### src/rtl/hz_pkg.sv
// Shared types for the branch hazard stall controller.
// Assumes branch kinds are coded in KIND_W bits as listed below.
package hz_pkg;
    localparam int KIND_W = 3;

    typedef enum logic [KIND_W-1:0] {
        K_COND_CNT  = 3'd0,
        K_COND_CR   = 3'd1,
        K_JMP_CTREG = 3'd2,
        K_JMP_LRREG = 3'd3,
        K_UNCOND    = 3'd4
    } br_kind_e;
endpackage

### src/rtl/hz_flag.sv
// One pending-branch flag: set when a branch of a tracked class is accepted,
// cleared by that branch's completion. Set wins over clear in the same cycle.
// Assumes at most one branch per class is outstanding (upstream is stalled otherwise).
module hz_flag (
    input  logic clk,
    input  logic rst_n,
    input  logic set_i,
    input  logic clr_i,
    output logic pend_o
);
    // Track whether an older branch of this class is still in flight.
    always_ff @(posedge clk) begin
        if (!rst_n)
            pend_o <= 1'b0;
        else if (set_i)
            pend_o <= 1'b1;
        else if (clr_i)
            pend_o <= 1'b0;
    end
endmodule

### src/rtl/hz_conflict.sv
// Pairwise hazard rules between a new branch descriptor and older pending state.
// Purely combinational. Also reports whether the new branch needs a prediction.
// Assumes the kind code of hz_pkg; unknown codes behave like an unconditional branch.
module hz_conflict
    import hz_pkg::*;
(
    input  logic              vld_i,
    input  logic [KIND_W-1:0] kind_i,
    input  logic              link_i,
    input  logic              cr_wait_i,
    input  logic              tgt_wait_i,
    input  logic              ctr_decides_i,
    input  logic              ctr_pend_i,
    input  logic              lnk_pend_i,
    input  logic              pred_pend_i,
    output logic              need_pred_o,
    output logic              stall_o
);
    br_kind_e kind;
    logic     s_ctr, s_lnk, s_spec, s_tgt;

    // Decode the kind and evaluate each hazard rule independently.
    always_comb begin
        kind        = br_kind_e'(kind_i);
        need_pred_o = cr_wait_i &&
                      ((kind == K_COND_CR) ||
                       ((kind == K_COND_CNT) && !ctr_decides_i));
        s_ctr  = ctr_pend_i && ((kind == K_COND_CNT) || (kind == K_JMP_CTREG));
        s_lnk  = lnk_pend_i && link_i &&
                 ((kind == K_COND_CNT) || (kind == K_COND_CR) ||
                  (kind == K_JMP_CTREG) || (kind == K_JMP_LRREG));
        s_spec = pred_pend_i && ((kind == K_COND_CR) || need_pred_o);
        s_tgt  = tgt_wait_i && ((kind == K_JMP_CTREG) || (kind == K_JMP_LRREG));
        stall_o = vld_i && (s_ctr || s_lnk || s_spec || s_tgt);
    end

    // Immediate unconditional branches are never held.
    always_comb begin
        if (vld_i && (kind_i == 3'(K_UNCOND)))
            assert_imm_free_R4: assert (!stall_o);
    end
endmodule

### src/rtl/hz_spec_slot.sv
// Single-level speculation slot: stores the hint of the one outstanding prediction,
// clears it on resolve and raises a registered one-cycle mispredict pulse.
// Assumes issue_i is never high while a prediction is outstanding.
module hz_spec_slot (
    input  logic clk,
    input  logic rst_n,
    input  logic issue_i,
    input  logic hint_i,
    input  logic res_vld_i,
    input  logic res_taken_i,
    output logic pend_o,
    output logic mis_o
);
    logic dir_q;

    // Hold prediction state and compare against the resolved direction.
    always_ff @(posedge clk) begin
        if (!rst_n) begin
            pend_o <= 1'b0;
            dir_q  <= 1'b0;
            mis_o  <= 1'b0;
        end else begin
            mis_o <= res_vld_i && pend_o && (res_taken_i != dir_q);
            if (issue_i) begin
                pend_o <= 1'b1;
                dir_q  <= hint_i;
            end else if (res_vld_i) begin
                pend_o <= 1'b0;
            end
        end
    end

    assert_single_level_R5: assert property (@(posedge clk) disable iff (!rst_n)
        issue_i |-> !pend_o);

    assert_mis_cause_R9: assert property (@(posedge clk) disable iff (!rst_n)
        mis_o |-> $past(res_vld_i && pend_o));
endmodule

### src/rtl/branch_stall_ctrl.sv
// Branch hazard stall controller: holds fetch on pairwise branch conflicts,
// issues one level of static prediction and reports mispredictions.
// Assumes a stalled descriptor stays presented until accepted.
module branch_stall_ctrl
    import hz_pkg::*;
(
    input  logic              clk,
    input  logic              rst_n,
    input  logic              in_vld,
    input  logic [KIND_W-1:0] in_kind,
    input  logic              in_link,
    input  logic              in_hint,
    input  logic              in_cr_wait,
    input  logic              in_tgt_wait,
    input  logic              in_ctr_decides,
    input  logic              ctr_done,
    input  logic              lnk_done,
    input  logic              res_vld,
    input  logic              res_taken,
    output logic              fetch_stall,
    output logic              pred_vld,
    output logic              pred_taken,
    output logic              mispredict
);
    logic ctr_pend, lnk_pend, pred_pend;
    logic need_pred, accept, issue;

    hz_conflict i_rules (
        .vld_i        (in_vld),
        .kind_i       (in_kind),
        .link_i       (in_link),
        .cr_wait_i    (in_cr_wait),
        .tgt_wait_i   (in_tgt_wait),
        .ctr_decides_i(in_ctr_decides),
        .ctr_pend_i   (ctr_pend),
        .lnk_pend_i   (lnk_pend),
        .pred_pend_i  (pred_pend),
        .need_pred_o  (need_pred),
        .stall_o      (fetch_stall)
    );

    // Acceptance and prediction issue for the presented descriptor.
    always_comb begin
        accept     = in_vld && !fetch_stall;
        issue      = accept && need_pred;
        pred_vld   = issue;
        pred_taken = issue && in_hint;
    end

    hz_flag i_ctr_flag (
        .clk   (clk),
        .rst_n (rst_n),
        .set_i (accept && (in_kind == 3'(K_COND_CNT))),
        .clr_i (ctr_done),
        .pend_o(ctr_pend)
    );

    hz_flag i_lnk_flag (
        .clk   (clk),
        .rst_n (rst_n),
        .set_i (accept && in_link),
        .clr_i (lnk_done),
        .pend_o(lnk_pend)
    );

    hz_spec_slot i_spec (
        .clk        (clk),
        .rst_n      (rst_n),
        .issue_i    (issue),
        .hint_i     (in_hint),
        .res_vld_i  (res_vld),
        .res_taken_i(res_taken),
        .pend_o     (pred_pend),
        .mis_o      (mispredict)
    );

    assert_ctr_hold_R1: assert property (@(posedge clk) disable iff (!rst_n)
        (in_vld && ctr_pend && !ctr_done && in_kind == 3'(K_COND_CNT))
        |=> (!in_vld || in_kind != 3'(K_COND_CNT) || fetch_stall));

    assert_lnk_hold_R3: assert property (@(posedge clk) disable iff (!rst_n)
        (in_vld && lnk_pend && in_link && in_kind == 3'(K_JMP_LRREG)) |-> !pred_vld && fetch_stall);

    assert_tgt_hold_R7: assert property (@(posedge clk) disable iff (!rst_n)
        (in_vld && in_tgt_wait && in_kind == 3'(K_JMP_CTREG)) |-> fetch_stall);

    assert_reset_clear_R11: assert property (@(posedge clk)
        !rst_n |=> !mispredict);
endmodule

### config.mk
export PLATFORM = sky130hd
export DESIGN_NAME = branch_stall_ctrl
export DESIGN_NICKNAME = d
export VERILOG_FILES = /design/src/rtl/hz_pkg.sv /design/src/rtl/hz_flag.sv /design/src/rtl/hz_conflict.sv /design/src/rtl/hz_spec_slot.sv /design/src/rtl/branch_stall_ctrl.sv
export SDC_FILE = /design/constraint.sdc
export NUM_CORES = 1
export LEC_CHECK = 0
export CAP_MARGIN = 20
export CELL_PAD_IN_SITES_DETAIL_PLACEMENT = 0
export CELL_PAD_IN_SITES_GLOBAL_PLACEMENT = 2
export CORE_MARGIN = 2
export CORE_UTILIZATION = 15
export DETAILED_ROUTE_END_ITERATION = 7
export HOLD_SLACK_MARGIN = 0.02
export PLACE_DENSITY = 0.76
export SLEW_MARGIN = 20
export SYNTH_ARGS = -nofsm -noshare
export SYNTH_HDL_FRONTEND = slang
export SYNTH_SLANG_ARGS = --single-unit
### constraint.sdc
create_clock -name clk -period 1.3 [get_ports clk]
set_clock_uncertainty 0.1 [all_clocks]
set_input_delay 0.325 -clock clk [delete_from_list [all_inputs] [get_ports clk]]
set_output_delay 0.325 -clock clk [all_outputs]
set_load 0.01 [all_outputs]
-- Word level (Yosys, flattened, before mapping)
Index checks and enable logic that the tools add are counted.
- register bits: 5
- input port bits: 15
- output and inout port bits: 4
- word-level logic and storage cells: 46
- equal/unequal tests: 4
- muxes and demuxes: 6
- reduce and logical (&&, ||, !) cells: 31
- operator list (operator ; count):
    1-bit logical AND ; 15
    1-bit logical OR ; 10
    3-bit by 2-bit == test with 1-bit output, second input constant ; 2
    1-bit two-way mux ; 6
    2-bit nonzero test ; 3
    3-bit by 1-bit == test with 1-bit output, second input constant ; 1
    3-bit logical NOT ; 1
    1-bit logical NOT ; 2
    1-bit != test ; 1

-- Logic depth before layout (Yosys ltp)
- depth in word-level cells: 13
- depth in mapped cells: 4
- depth with buffers taken out: 4

-- Modules after synthesis
From an unflattened synthesis, not the netlist that was laid out.
- cell total of the unflattened synthesis: 31
- area total of the unflattened synthesis: 305.3 µm²
- by module, submodules not included (module ; times used ; cells each ; area each (µm²) ; sequential area each (µm²)):
    hz_spec_slot ; 1 ; 10 ; 107.6 ; 60.1
    hz_flag ; 2 ; 3 ; 41.3 ; 20.0
    branch_stall_ctrl ; 1 ; 5 ; 60.1 ; 0.0
    hz_conflict ; 1 ; 10 ; 55.1 ; 0.0

-- Worst setup path before layout
OpenSTA, ideal clock, no wires.
- path type: input to output
- from: in in_cr_wait
- to: out pred_taken
- data arrival time: 1.161 ns
- data required time: 0.875 ns
- path slack: -0.286 ns
- cell stages on the path: 4
- path buffers: 0
- cells stage by stage: nor2b_1 > o211a_4 > nor3_4 > and2_1
- word-level cells in the longest chain between the ends: 10
- ends and longest elaborated chain (item ; line ; source):
    start, declared ; branch_stall_ctrl.sv:13 ; input logic in_cr_wait,
    1-bit logical AND * ; hz_conflict.sv:25 ; need_pred_o = cr_wait_i &&
    1-bit logical OR ; hz_conflict.sv:32 ; s_spec = pred_pend_i && ((kind == K_COND_CR) || need_pred_o);
    1-bit logical AND ; hz_conflict.sv:32 ;
    1-bit logical OR (2 in a row) ; hz_conflict.sv:34 ; stall_o = vld_i && (s_ctr || s_lnk || s_spec || s_tgt);
    1-bit logical AND ; hz_conflict.sv:34 ;
    1-bit logical NOT ; branch_stall_ctrl.sv:44 ; accept = in_vld && !fetch_stall;
    1-bit logical AND ; branch_stall_ctrl.sv:44 ;
    1-bit logical AND * ; branch_stall_ctrl.sv:45 ; issue = accept && need_pred;
    named net pred_vld ; branch_stall_ctrl.sv:21 ; output logic pred_vld,
    1-bit logical AND * ; branch_stall_ctrl.sv:47 ; pred_taken = issue && in_hint;
    end, declared ; branch_stall_ctrl.sv:22 ; output logic pred_taken,
The timed path passes the listed nets; every way through them passes the cells marked *.

-- Final worst setup path
- from: in in_cr_wait
- to: out pred_taken
- word-level cells in the longest chain between the ends: 10
- ends and longest elaborated chain (item ; line):
    1-bit logical AND * ; hz_conflict.sv:25
    1-bit logical OR ; hz_conflict.sv:32
    1-bit logical AND ; hz_conflict.sv:32
    1-bit logical OR (2 in a row) ; hz_conflict.sv:34
    1-bit logical AND ; hz_conflict.sv:34
    1-bit logical NOT ; branch_stall_ctrl.sv:44
    1-bit logical AND ; branch_stall_ctrl.sv:44
    1-bit logical AND * ; branch_stall_ctrl.sv:45
    1-bit logical AND * ; branch_stall_ctrl.sv:47
Mark *: on every way between the ends. The rest lies on a longest branch, timed or not.

==> results.rst <==
.. list-table::
   :header-rows: 1

   * - Metric
     - Value
   * - Fmax
     - 611 MHz
   * - Setup repair after global routing missed its margin
     - true
   * - Crit path required time
     - 0.88 ns
   * - Post-synthesis register bit count
     - 5
   * - Post-Route Hold Slack
     - 0.292 ns
   * - Outcome
     - complete, but fails checks
   * - Final worst-path setup slack
     - -0.335 ns
   * - Class of the tightest hold or removal check
     - in -> reg
   * - Die height
     - 48.2 microns
   * - Sum of routed wire length over all layers
     - 837 microns
   * - Adder-cell area share of the yosys netlist
     - 0%
   * - Wire length of the first global-routing pass
     - 1390 microns
   * - Clock transition at the register clock pins on the worst setup and hold paths after CTS
     - 0.04 ns
   * - Antenna Cells
     - 0
   * - Core area
     - 1780 sq um
   * - Remaining max-slew budget at the tightest pin
     - 82.6%
   * - Final-report setup violation count
     - 3
   * - Critical-path maximum fanout
     - 2
   * - Origin of the critical flop-to-flop path
     - i_lnk_flag.pend_o$_SDFFE_PN0P_
   * - Number of H-tree levels
     - 1
   * - DR vias
     - 346
   * - Number of standard cells in the final layout excluding fillers
     - 88
   * - Number of placement rows
     - 15
   * - Final instance area
     - 651 sq um
   * - Initial antenna violation count
     - 0
   * - Residual overflow from global routing
     - 0
   * - Via density per instance
     - 3.93
   * - Area share of the leading cell type in the synthesized netlist
     - 34.2%
   * - Number of buffers added on ports
     - 18
   * - Setup slack at placement
     - -1.19 ns
   * - Total count of hold-check failures in the final report
     - 0
   * - Net Count, Synth
     - 47
   * - Most repeated library cell on the critical path
     - buf_6
   * - Proportion of synthesized chip area in sequential cells
     - 34.2%
   * - Clock buffer depth
     - 2
   * - Clock root cell
     - clkbuf_4
   * - Pwr Density
     - 682 nW/um^2
   * - Via count of the first global-routing pass
     - 374
   * - Syn avg cell area
     - 9.15 sq um
   * - Number of cells in the design after placement
     - 82
   * - DRC Markers
     - 0
   * - Top cells by area, synth
     - dfxtp_1, nor2b_1, o211a_4
   * - Multiplexer fraction of the synthesized cell area
     - 3.42%
   * - Die area
     - 2320 sq um
   * - Share of synthesized cell area in and, or, nand and nor gates
     - 38.0%
   * - Number of nets in the layout
     - 79
   * - Sort of element at the end of the critical path
     - output pin
   * - Die span in x
     - 48.2 microns
   * - Total I/O pin count
     - 19
   * - Worst path cell trace
     - buf_6 > nor2b_4 > o211a_4 > nor3_4 > and2_4 > buf_6
   * - CTS tree
     - built
   * - Placed wire-length estimate after detailed placement
     - 692 microns
   * - Final worst-path cycle share
     - 126%
   * - Clock sink count
     - 5
   * - Post-layout power
     - 0.444 mW
   * - Startpoint type of the worst setup path
     - primary input
   * - Clock Latency Late Sink
     - 0.24 ns
   * - Pre-antenna DRT Iters
     - 4
   * - Number of cells produced by synthesis
     - 32
   * - WP data arrival
     - 1.21 ns
   * - Filler instances
     - 190
   * - Setup TNS after final layout
     - -0.970 ns
   * - Fraction of final layout cells with drive strength greater than 1
     - 55.6%
   * - Area of placed instances
     - 577 sq um
   * - Violated checks
     - setup timing
   * - Total routing usage reported by global routing
     - 8.61%
   * - Synthesis-to-finish area growth
     - 122%
   * - Synth Area in Compound Gates
     - 18.8%
   * - Final Critical Period
     - 1.64 ns
   * - Netlist area before placement
     - 293 sq um
   * - Count of unique library cells instantiated by Yosys
     - 20
   * - Max-cap check violation count
     - 0
   * - Final slew viol count
     - 0
   * - Starting DRT DRC Count
     - 2
   * - Synth warnings
     - 0
   * - Transition time at the pin with the least slew margin
     - 0.259 ns
   * - Launching instance or port of the critical path
     - in_cr_wait
   * - Highest-delay cell along the critical path
     - o211a_4
   * - Share of the synthesized netlist area taken by xor and xnor gates
     - 2.99%
   * - Hold-fix buffer count after cts
     - 0
   * - Maximum number of pins on one net before global-route repair
     - 6
   * - Critical Setup Path Class
     - in -> out
   * - Leakage power
     - 0.289 nW
   * - Worst Hold Launch
     - in_link
   * - Post-detailed-route count of antenna-violating nets
     - 0
   * - Peak supply drop
     - 0.313 mV
   * - Cell taking the most area after synthesis
     - dfxtp_1
   * - Highest cell delay on the worst timing path
     - 0.26 ns
   * - TritonCTS buffer count
     - 3
   * - Starting Density
     - 16.4%
   * - Largest family of logic cells by synthesized area
     - simple AND/OR/NAND/NOR gates
   * - Final core occ
     - 36.5%
   * - Post-detailed-route wirelength per cell
     - 9.51 microns
   * - Placer congestion estimate
     - 0.576
-- final cells by class --
cell class              instances  area [sq um]  area share, %
clock buffers                   4          26.3           4.04
multi-input cells              25           254           39.0
well taps                      25          31.3           4.81
inverters                       2          7.51           1.15
flip-flops and latches          5           103           15.8
repair buffers                 27           229           35.2
-- sequential cells by signal (all words and copies together), names as in the netlist --
register           count
i_ctr_flag.pend_o      1
i_spec.mis_o           1
i_lnk_flag.pend_o      1
i_spec.dir_q           1
i_spec.pend_o          1
-- cells in the final DEF, fill, tap and decap left out, types with 2 or more instances in the layout --
master and instances:
buf_2 5, buf_4 6, buf_6 6, clkbuf_4 3
clkdlybuf4s50_1 6, dfxtp_1 3, dfxtp_2 2, dlygate4sd2_1 3
inv_1 2, nand2_1 2, nor2_4 2, nor2b_1 2
-- synthesized netlist by cell type --
cell type / count
inv_1: 2
and2_1: 2
nand4_2: 1
a41o_1: 1
nand2_1: 4
nor2b_1: 3
nor3_4: 1
and3b_1: 1
dfxtp_1: 5
o21a_1: 1
nor2_1: 2
xnor2_1: 1
nor2_2: 1
o211a_4: 1
mux2i_1: 1
o21ai_0: 1
nand2b_2: 1
a31oi_1: 1
o32ai_1: 1
nand3_1: 1
-- power by group --
group          internal (mW)  leakage [nW]  switching (mW)
logic                 0.0640         0.232          0.0420
registers              0.159        0.0414         0.00316
clock network          0.116        0.0150          0.0603
total                  0.338         0.289           0.106
-- final timing paths --
check	end	slack, ns	depth (start not counted)
max reg2reg	i_ctr_flag.pend_o$_SDFFE_PN0P_	0.02	6
min	i_lnk_flag.pend_o$_SDFFE_PN0P_	0.29	2
min reg2reg	i_spec.dir_q$_SDFFE_PN0P_	0.37	2
max	pred_taken	-0.34	6
-- critical path, delay by kind of cell --
family                 cells  cell delay (ns)
AO/OA/AOI/OAI              1             0.26
AND/OR/NAND/NOR            3             0.44
buffers and inverters      2             0.18
-- logic make-up (layout without fill, tap and decap cells) --
group	after synthesis	in the layout
compound gates	6	6
xor+xnor	1	1
buf+inv	2	33
flops	5	5
mux	1	1
simple gates	17	17
-- metal layers --
layer,part of all wire (%),GRT usage [%]
met4,0,3.24
met1,37,9.13
met3,3.6,2.22
met2,59,16.1
met5,0,0
-- timing repair --
| action | CTS | global route |
|---|---|---|
| pin swaps | 8 | 7 |
| setup buffers | 1 | 1 |
| endpoints found under the setup margin | 8 | 6 |
| resized for setup | 51 | 5 |
Note: power is estimated with default switching activity, not from simulation.
